$ cat config.mk
export PLATFORM = sky130hd
export DESIGN_NAME = aux_req_framer
export DESIGN_NICKNAME = d
export VERILOG_FILES = /design/src/rtl/aux_fr_pkg.sv /design/src/rtl/aux_fr_tx.sv /design/src/rtl/aux_fr_rx.sv /design/src/rtl/aux_req_framer.sv
export SDC_FILE = /design/constraint.sdc
export NUM_CORES = 1
export LEC_CHECK = 0
export BUFFER_PORTS_ARGS = -buffer_cell sky130_fd_sc_hd__buf_2
export CELL_PAD_IN_SITES_DETAIL_PLACEMENT = 0
export CELL_PAD_IN_SITES_GLOBAL_PLACEMENT = 1
export CORE_MARGIN = 2
export CORE_UTILIZATION = 43
export CTS_BUF_LIST = sky130_fd_sc_hd__clkbuf_2 sky130_fd_sc_hd__clkbuf_4 sky130_fd_sc_hd__clkbuf_8
export DETAILED_ROUTE_END_ITERATION = 8
export MAX_ROUTING_LAYER = met4
export PLACE_DENSITY = 0.85
export SETUP_SLACK_MARGIN = 0.02
export SLEW_MARGIN = 20
export SYNTH_ARGS = -nofsm -noshare
export SYNTH_HDL_FRONTEND = slang
export SYNTH_SLANG_ARGS = --single-unit
$ cat constraint.sdc
create_clock -name clk -period 24 [get_ports clk]
set_input_delay 1.2 -clock clk [delete_from_list [all_inputs] [get_ports clk]]
set_output_delay 1.2 -clock clk [all_outputs]
set_load 0.01 [all_outputs]
$ cat src/rtl/aux_fr_pkg.sv
package aux_fr_pkg;
  typedef enum logic [1:0] {
    ST_IDLE = 2'd0,
    ST_SEND = 2'd1,
    ST_WAIT = 2'd2
  } fr_state_e;
endpackage

$ cat src/rtl/aux_fr_tx.sv
// Selects the transmit byte for a given stream index.
module aux_fr_tx #(
  parameter int MAX_LEN = 16,
  parameter int LW      = 5,
  parameter int TCW     = 5
) (
  input  logic [3:0]           cmd,
  input  logic [19:0]          addr,
  input  logic [LW-1:0]        len,
  input  logic [MAX_LEN*8-1:0] wdata,
  input  logic [TCW-1:0]       idx,
  output logic [7:0]           byte_o
);
  logic [TCW-1:0] hdr;
  logic [TCW-1:0] didx;

  always_comb begin
    hdr    = (len != '0) ? TCW'(4) : TCW'(3);
    didx   = idx - hdr;
    byte_o = 8'h00;
    if (idx == TCW'(0))                         byte_o = {cmd, addr[19:16]};
    else if (idx == TCW'(1))                    byte_o = addr[15:8];
    else if (idx == TCW'(2))                    byte_o = addr[7:0];
    else if (idx == TCW'(3) && len != '0)       byte_o = 8'(len) - 8'd1;
    else begin
      for (int k = 0; k < MAX_LEN; k++) begin
        if (didx == TCW'(k)) byte_o = wdata[k*8 +: 8];
      end
    end
  end
endmodule

$ cat src/rtl/aux_fr_rx.sv
// Collects reply bytes: status byte, data staging, saturating count.
module aux_fr_rx #(
  parameter int MAX_LEN = 16,
  parameter int RCW     = 6
) (
  input  logic                 clk,
  input  logic                 rst_ni,
  input  logic                 clr,
  input  logic                 en,
  input  logic                 rx_valid,
  input  logic [7:0]           rx_byte,
  output logic [RCW-1:0]       cnt_eff,
  output logic [7:0]           status_eff,
  output logic [MAX_LEN*8-1:0] data_eff
);
  logic [RCW-1:0]       cnt_q;
  logic [7:0]           status_q;
  logic [MAX_LEN*8-1:0] stage_q;
  logic                 take;

  assign take = en & rx_valid;

  always_comb begin
    cnt_eff    = cnt_q;
    status_eff = status_q;
    data_eff   = stage_q;
    if (take) begin
      if (cnt_q != '1) cnt_eff = cnt_q + RCW'(1);
      if (cnt_q == '0) status_eff = rx_byte;
      for (int k = 0; k < MAX_LEN; k++) begin
        if (cnt_q == RCW'(k + 1)) data_eff[k*8 +: 8] = rx_byte;
      end
    end
  end

  always_ff @(posedge clk or negedge rst_ni) begin
    if (!rst_ni) begin
      cnt_q    <= '0;
      status_q <= '0;
      stage_q  <= '0;
    end else if (clr) begin
      cnt_q    <= '0;
      status_q <= '0;
      stage_q  <= '0;
    end else if (take) begin
      cnt_q    <= cnt_eff;
      status_q <= status_eff;
      stage_q  <= data_eff;
    end
  end
endmodule

$ cat src/rtl/aux_req_framer.sv
module aux_req_framer #(
  parameter  int MAX_LEN = 16,
  localparam int LW      = $clog2(MAX_LEN + 1),
  localparam int TCW     = $clog2(MAX_LEN + 5),
  localparam int RCW     = $clog2(MAX_LEN + 2) + 1
) (
  input  logic                 clk,
  input  logic                 rst_n,
  input  logic                 req_go,
  input  logic [3:0]           req_cmd,
  input  logic [19:0]          req_addr,
  input  logic [LW-1:0]        req_len,
  input  logic                 req_write,
  input  logic [MAX_LEN*8-1:0] req_wdata,
  output logic                 tx_valid,
  input  logic                 tx_ready,
  output logic [7:0]           tx_byte,
  output logic [TCW-1:0]       tx_count,
  input  logic                 rx_valid,
  input  logic [7:0]           rx_byte,
  input  logic                 rx_end,
  input  logic                 hpd_lost,
  output logic                 busy,
  output logic                 done,
  output logic [3:0]           reply_code,
  output logic [RCW-1:0]       rd_count,
  output logic [MAX_LEN*8-1:0] rd_data,
  output logic                 err_invalid,
  output logic                 err_hpd,
  output logic                 err_overflow
);
  import aux_fr_pkg::*;

  // reset: asserted asynchronously, released through two flops
  logic [1:0] rst_pipe;
  logic       rst_ni;
  always_ff @(posedge clk or negedge rst_n) begin
    if (!rst_n) rst_pipe <= 2'b00;
    else        rst_pipe <= {rst_pipe[0], 1'b1};
  end
  assign rst_ni = rst_pipe[1];

  fr_state_e            state_q, state_d;
  logic [TCW-1:0]       idx_q, idx_d, total_q, total_c, hdr_c;
  logic [3:0]           cmd_q;
  logic [19:0]          addr_q;
  logic [LW-1:0]        len_q, len_c;
  logic [MAX_LEN*8-1:0] wdata_q;

  logic                 accept, beat, last_beat, fin_hpd, fin_rx, fin;
  logic [RCW-1:0]       rx_cnt, dcnt;
  logic [7:0]           rx_status;
  logic [MAX_LEN*8-1:0] rx_data;
  logic                 rx_inv, rx_ovf;
  logic [3:0]           rcode;

  logic                 done_q;
  logic [3:0]           code_q, code_d;
  logic [RCW-1:0]       cnt_q, cnt_d;
  logic [MAX_LEN*8-1:0] data_q, data_d;
  logic                 inv_q, inv_d, hpd_q, hpd_d, ovf_q, ovf_d;

  // request capture values
  always_comb begin
    len_c   = (req_len > LW'(MAX_LEN)) ? LW'(MAX_LEN) : req_len;
    hdr_c   = (len_c != '0) ? TCW'(4) : TCW'(3);
    total_c = hdr_c + (req_write ? TCW'(len_c) : TCW'(0));
  end

  // sequencing
  always_comb begin
    accept    = (state_q == ST_IDLE) && req_go;
    beat      = (state_q == ST_SEND) && tx_ready;
    last_beat = beat && (idx_q == total_q - TCW'(1));
    fin_hpd   = (state_q != ST_IDLE) && hpd_lost;
    fin_rx    = (state_q == ST_WAIT) && rx_end && !hpd_lost;
    fin       = fin_hpd | fin_rx;
    state_d   = state_q;
    idx_d     = idx_q;
    case (state_q)
      ST_IDLE: if (accept) begin state_d = ST_SEND; idx_d = '0; end
      ST_SEND: begin
        if (fin_hpd)        state_d = ST_IDLE;
        else if (last_beat) state_d = ST_WAIT;
        if (beat) idx_d = idx_q + TCW'(1);
      end
      ST_WAIT: if (fin) state_d = ST_IDLE;
      default: state_d = ST_IDLE;
    endcase
  end

  // reply decode
  always_comb begin
    rx_inv = (rx_cnt == '0);
    dcnt   = rx_cnt - RCW'(1);
    rcode  = rx_status[7:4];
    rx_ovf = !rx_inv && (rcode == 4'd0) && (dcnt > RCW'(len_q));
    if (fin_hpd) begin
      code_d = '0; cnt_d = '0; data_d = '0;
      inv_d  = 1'b0; hpd_d = 1'b1; ovf_d = 1'b0;
    end else begin
      code_d = rx_inv ? 4'd0 : rcode;
      cnt_d  = rx_inv ? '0 : dcnt;
      data_d = (!rx_inv && rcode == 4'd0 && !rx_ovf) ? rx_data : '0;
      inv_d  = rx_inv;
      hpd_d  = 1'b0;
      ovf_d  = rx_ovf;
    end
  end

  always_ff @(posedge clk or negedge rst_ni) begin
    if (!rst_ni) begin
      state_q <= ST_IDLE;
      idx_q   <= '0;
      total_q <= '0;
      cmd_q   <= '0;
      addr_q  <= '0;
      len_q   <= '0;
      wdata_q <= '0;
      done_q  <= 1'b0;
      code_q  <= '0;
      cnt_q   <= '0;
      data_q  <= '0;
      inv_q   <= 1'b0;
      hpd_q   <= 1'b0;
      ovf_q   <= 1'b0;
    end else begin
      state_q <= state_d;
      idx_q   <= idx_d;
      done_q  <= fin;
      if (accept) begin
        total_q <= total_c;
        cmd_q   <= req_cmd;
        addr_q  <= req_addr;
        len_q   <= len_c;
        wdata_q <= req_write ? req_wdata : '0;
      end
      if (fin) begin
        code_q <= code_d;
        cnt_q  <= cnt_d;
        data_q <= data_d;
        inv_q  <= inv_d;
        hpd_q  <= hpd_d;
        ovf_q  <= ovf_d;
      end
    end
  end

  aux_fr_tx #(.MAX_LEN(MAX_LEN), .LW(LW), .TCW(TCW)) u_tx (
    .cmd(cmd_q), .addr(addr_q), .len(len_q), .wdata(wdata_q),
    .idx(idx_q), .byte_o(tx_byte)
  );

  aux_fr_rx #(.MAX_LEN(MAX_LEN), .RCW(RCW)) u_rx (
    .clk(clk), .rst_ni(rst_ni), .clr(accept), .en(state_q == ST_WAIT),
    .rx_valid(rx_valid), .rx_byte(rx_byte),
    .cnt_eff(rx_cnt), .status_eff(rx_status), .data_eff(rx_data)
  );

  assign tx_valid     = (state_q == ST_SEND);
  assign tx_count     = total_q;
  assign busy         = (state_q != ST_IDLE);
  assign done         = done_q;
  assign reply_code   = code_q;
  assign rd_count     = cnt_q;
  assign rd_data      = data_q;
  assign err_invalid  = inv_q;
  assign err_hpd      = hpd_q;
  assign err_overflow = ovf_q;
endmodule

==> impl_metrics.toml <==
[run_status]
outcome = "complete, no violations"

[layout]
final_cells = 3136
multi_input_area_mm2 = 0.00951
fill_cells = 4637
syn_to_final_growth_pct = 17.0
drive_gt1_share_pct = 27.1
finalNetCount = 2597
layout.area.seq_mm2 = 0.0113

[placement]
dp_hpwl_um = 44200
portBuffers = 329
gp_congestion = 0.902
placedCellCount = 2990

[timing]
setup-tns-final_ns = 0
worst_slew_margin_rel_pct = 26.4
fmax_ghz = 0.154
period_minus_slack_ns = 6.51
setup_viol = 0
clock_skew_ns = 0.0282
worst_pin_slew_ns = 1.10
maxSlewViolCount = 0
timing.final.crit_share_pct = 27.1
finalHoldViolCount = 0
grt_setup_unrepaired = "no"

[global_routing]
gr-total-overflow = 0
grt_pass1_vias = 17600
grt_max_degree = 174
grtUsageTotal_pct = 25.5
antenna_found_initial = 3
grt_pass1_wl_um = 101000

[synth]
yosysMostFrequentCell = "nand2_1"
ys_ff_latch = 451
ys.flop_type = "dfrtp_1"
yosysTopAreaCell = "dfrtp_1"
yosys.area.top_type_share_pct = 52.1
synth_area_mm2 = 0.0217
synth-edff-count = 0
yosys_warnings = 0
synth.distinct_cells = 92
synth_area_leaders = "dfrtp_1 52%, nand2_1 8.6%, mux2i_1 6.7%"
yosysSeqAreaShare_pct = 52.1
syn_avg_cell_area_um2 = 10.2
synth_commonest_cells = "498 x nand2_1, 451 x dfrtp_1, 151 x nand3_1"
async_reset_ff_share_pct = 100
syn-num-nets = 2317
syn-instance-count = 2118

[detailed_routing]
firstDrtPassIters = 5
drc = 0
wirelength_um = 64700
num_vias = 17400
drt-initial-drc-count = 1832
routedWlPerCell_um = 20.6
antenna_left = 0
avgViaCountPerCell = 5.55

[run]
maxCapViolCount = 0

[clock_network]
numCtsBuffers = 78
h-tree-depth = 3
clkSinkCount = 451
clockBufferDepth = 3
cts_root_buf = "clkbuf_8"
holdBufCountCts = 0
post_cts_resized = 0
post_cts_buffers = 0
worst_skew_pair.late_latency_ns = 0.68
cts_tree = "done"
clk_pin_slew_worst_paths_ns = 0.07

[critical_path]
critPathLaunch = "len_q[1]"
critPathCaptureType = "primary output"
crit_fanout = 41
crit_required_ns = 22.80
r2r-start = "u_rx.cnt_q[0]"
path_class = "reg2out"
start_kind = "flip-flop"
arrival_ns = 5.31

[floorplanning]
pin_count = 330
design.core.area_mm2 = 0.0500
dieWidth_um = 228
initial_utilization_pct = 43.4
fp.dieH_um = 228
fp-row-count = 82
die-area_mm2 = 0.0522

[power]
p_leak_nw = 12.2
vdd_drop_max_mv = 0.0798
power_density_mw_per_mm2 = 92.2

[hold_path]
hp-class = "in2async"
where the power goes:
part / internal [mW] / total (mW) / switching (mW) / leakage (nW)
logic: 0.229 / 0.698 / 0.468 / 5.17
registers: 0.824 / 0.880 / 0.0557 / 6.12
clock network: 0.431 / 0.761 / 0.330 / 0.919
state kept, by name, summed over array words and instances, names as in the netlist, 6 cells and up:
name          count
u_rx.stage_q    128
addr_q           20
u_rx.cnt_q        6
rd_count          6
rd_data         128
wdata_q         128
final timing paths:
path | slack, ns | end | depth (start not counted)
min in group clk | 0.35 | rst_pipe[1] | 0
hold / removal | 0.31 | rst_pipe[1] | 1
max in group asynchronous | 20.71 | rd_data[115] | 3
hold reg to reg | 0.35 | rst_pipe[1] | 0
setup reg to reg | 19.35 | rd_data[94] | 14
setup / recovery | 17.49 | tx_byte[1] | 15
per-layer routing:
metal / vias up / global-route usage (%) / wire [um] / part of all wire (%)
li1: 8053 / - / - / -
met2: 549 / 36.9 / 28900 / 45
met1: 8688 / 35.7 / 29900 / 46
met4: 0 / 9.33 / 1940 / 3.0
met3: 112 / 4.82 / 3960 / 6.1
met5: - / - / 0 / 0
metrics by stage:
stage / total power [mW] / util, % / worst slack [ns] / hold slack, ns / instance area, um2
after global routing: 2.46 / 50.7 / 17.14 / 0.276 / 25300
after floorplan: 1.35 / - / 10.50 / 0.331 / 21700
after global placement: 1.57 / 47.3 / 18.24 / 0.335 / 23600
after CTS: 2.35 / 50.7 / 17.37 / 0.255 / 25300
final: 2.34 / 50.7 / 17.49 / 0.309 / 25300
after detailed placement: 1.58 / 47.3 / 18.14 / 0.341 / 23600
final cells by class:
class,instances,area share (%)
clock inverters,14,0.563
repair buffers,354,7.36
well taps,672,3.32
diodes,6,0.0592
multi-input cells,1483,37.5
clock buffers,126,6.22
inverters,30,0.444
flip-flops and latches,451,44.5
critical path, stage by stage, from the launching register on:
cell	delay [ns]
dfrtp_1	0.39
inv_1	0.13
ha_1	0.16
or4b_4	0.51
inv_1	0.11
ha_1	0.18
inv_1	0.07
fa_2	0.52
buf_4	0.44
clkinv_1	0.66
o2bb2ai_1	0.32
a22oi_1	0.10
o2111a_1	0.27
a211oi_1	0.38
o21ai_1	0.21
buf_2	0.19
cell families (layout without fill, tap and decap cells):
kind of cell,Yosys count,in the layout,share of synthesized area (%)
buf+inv,184,524,4.22
fa+ha+maj,26,26,1.57
mux,154,154,7.35
flops,451,451,52.1
simple gates,815,815,16.6
other cells,1,7,0.0173
xor+xnor,24,24,0.970
compound gates,463,463,17.2
layout by cell type (no fill, tap or decap), drive strengths merged, types with 14 or more instances in the layout:
cell      n
nand2   498
dfrtp   451
buf     354
o21ai   178
nand3   151
mux2i   144
a22o    141
clkbuf  126
nor2     67
a21oi    36
inv      32
ha       24
nor3     17
xnor2    14
a211oi   14
No activity file was read; power rests on OpenSTA's default activity.
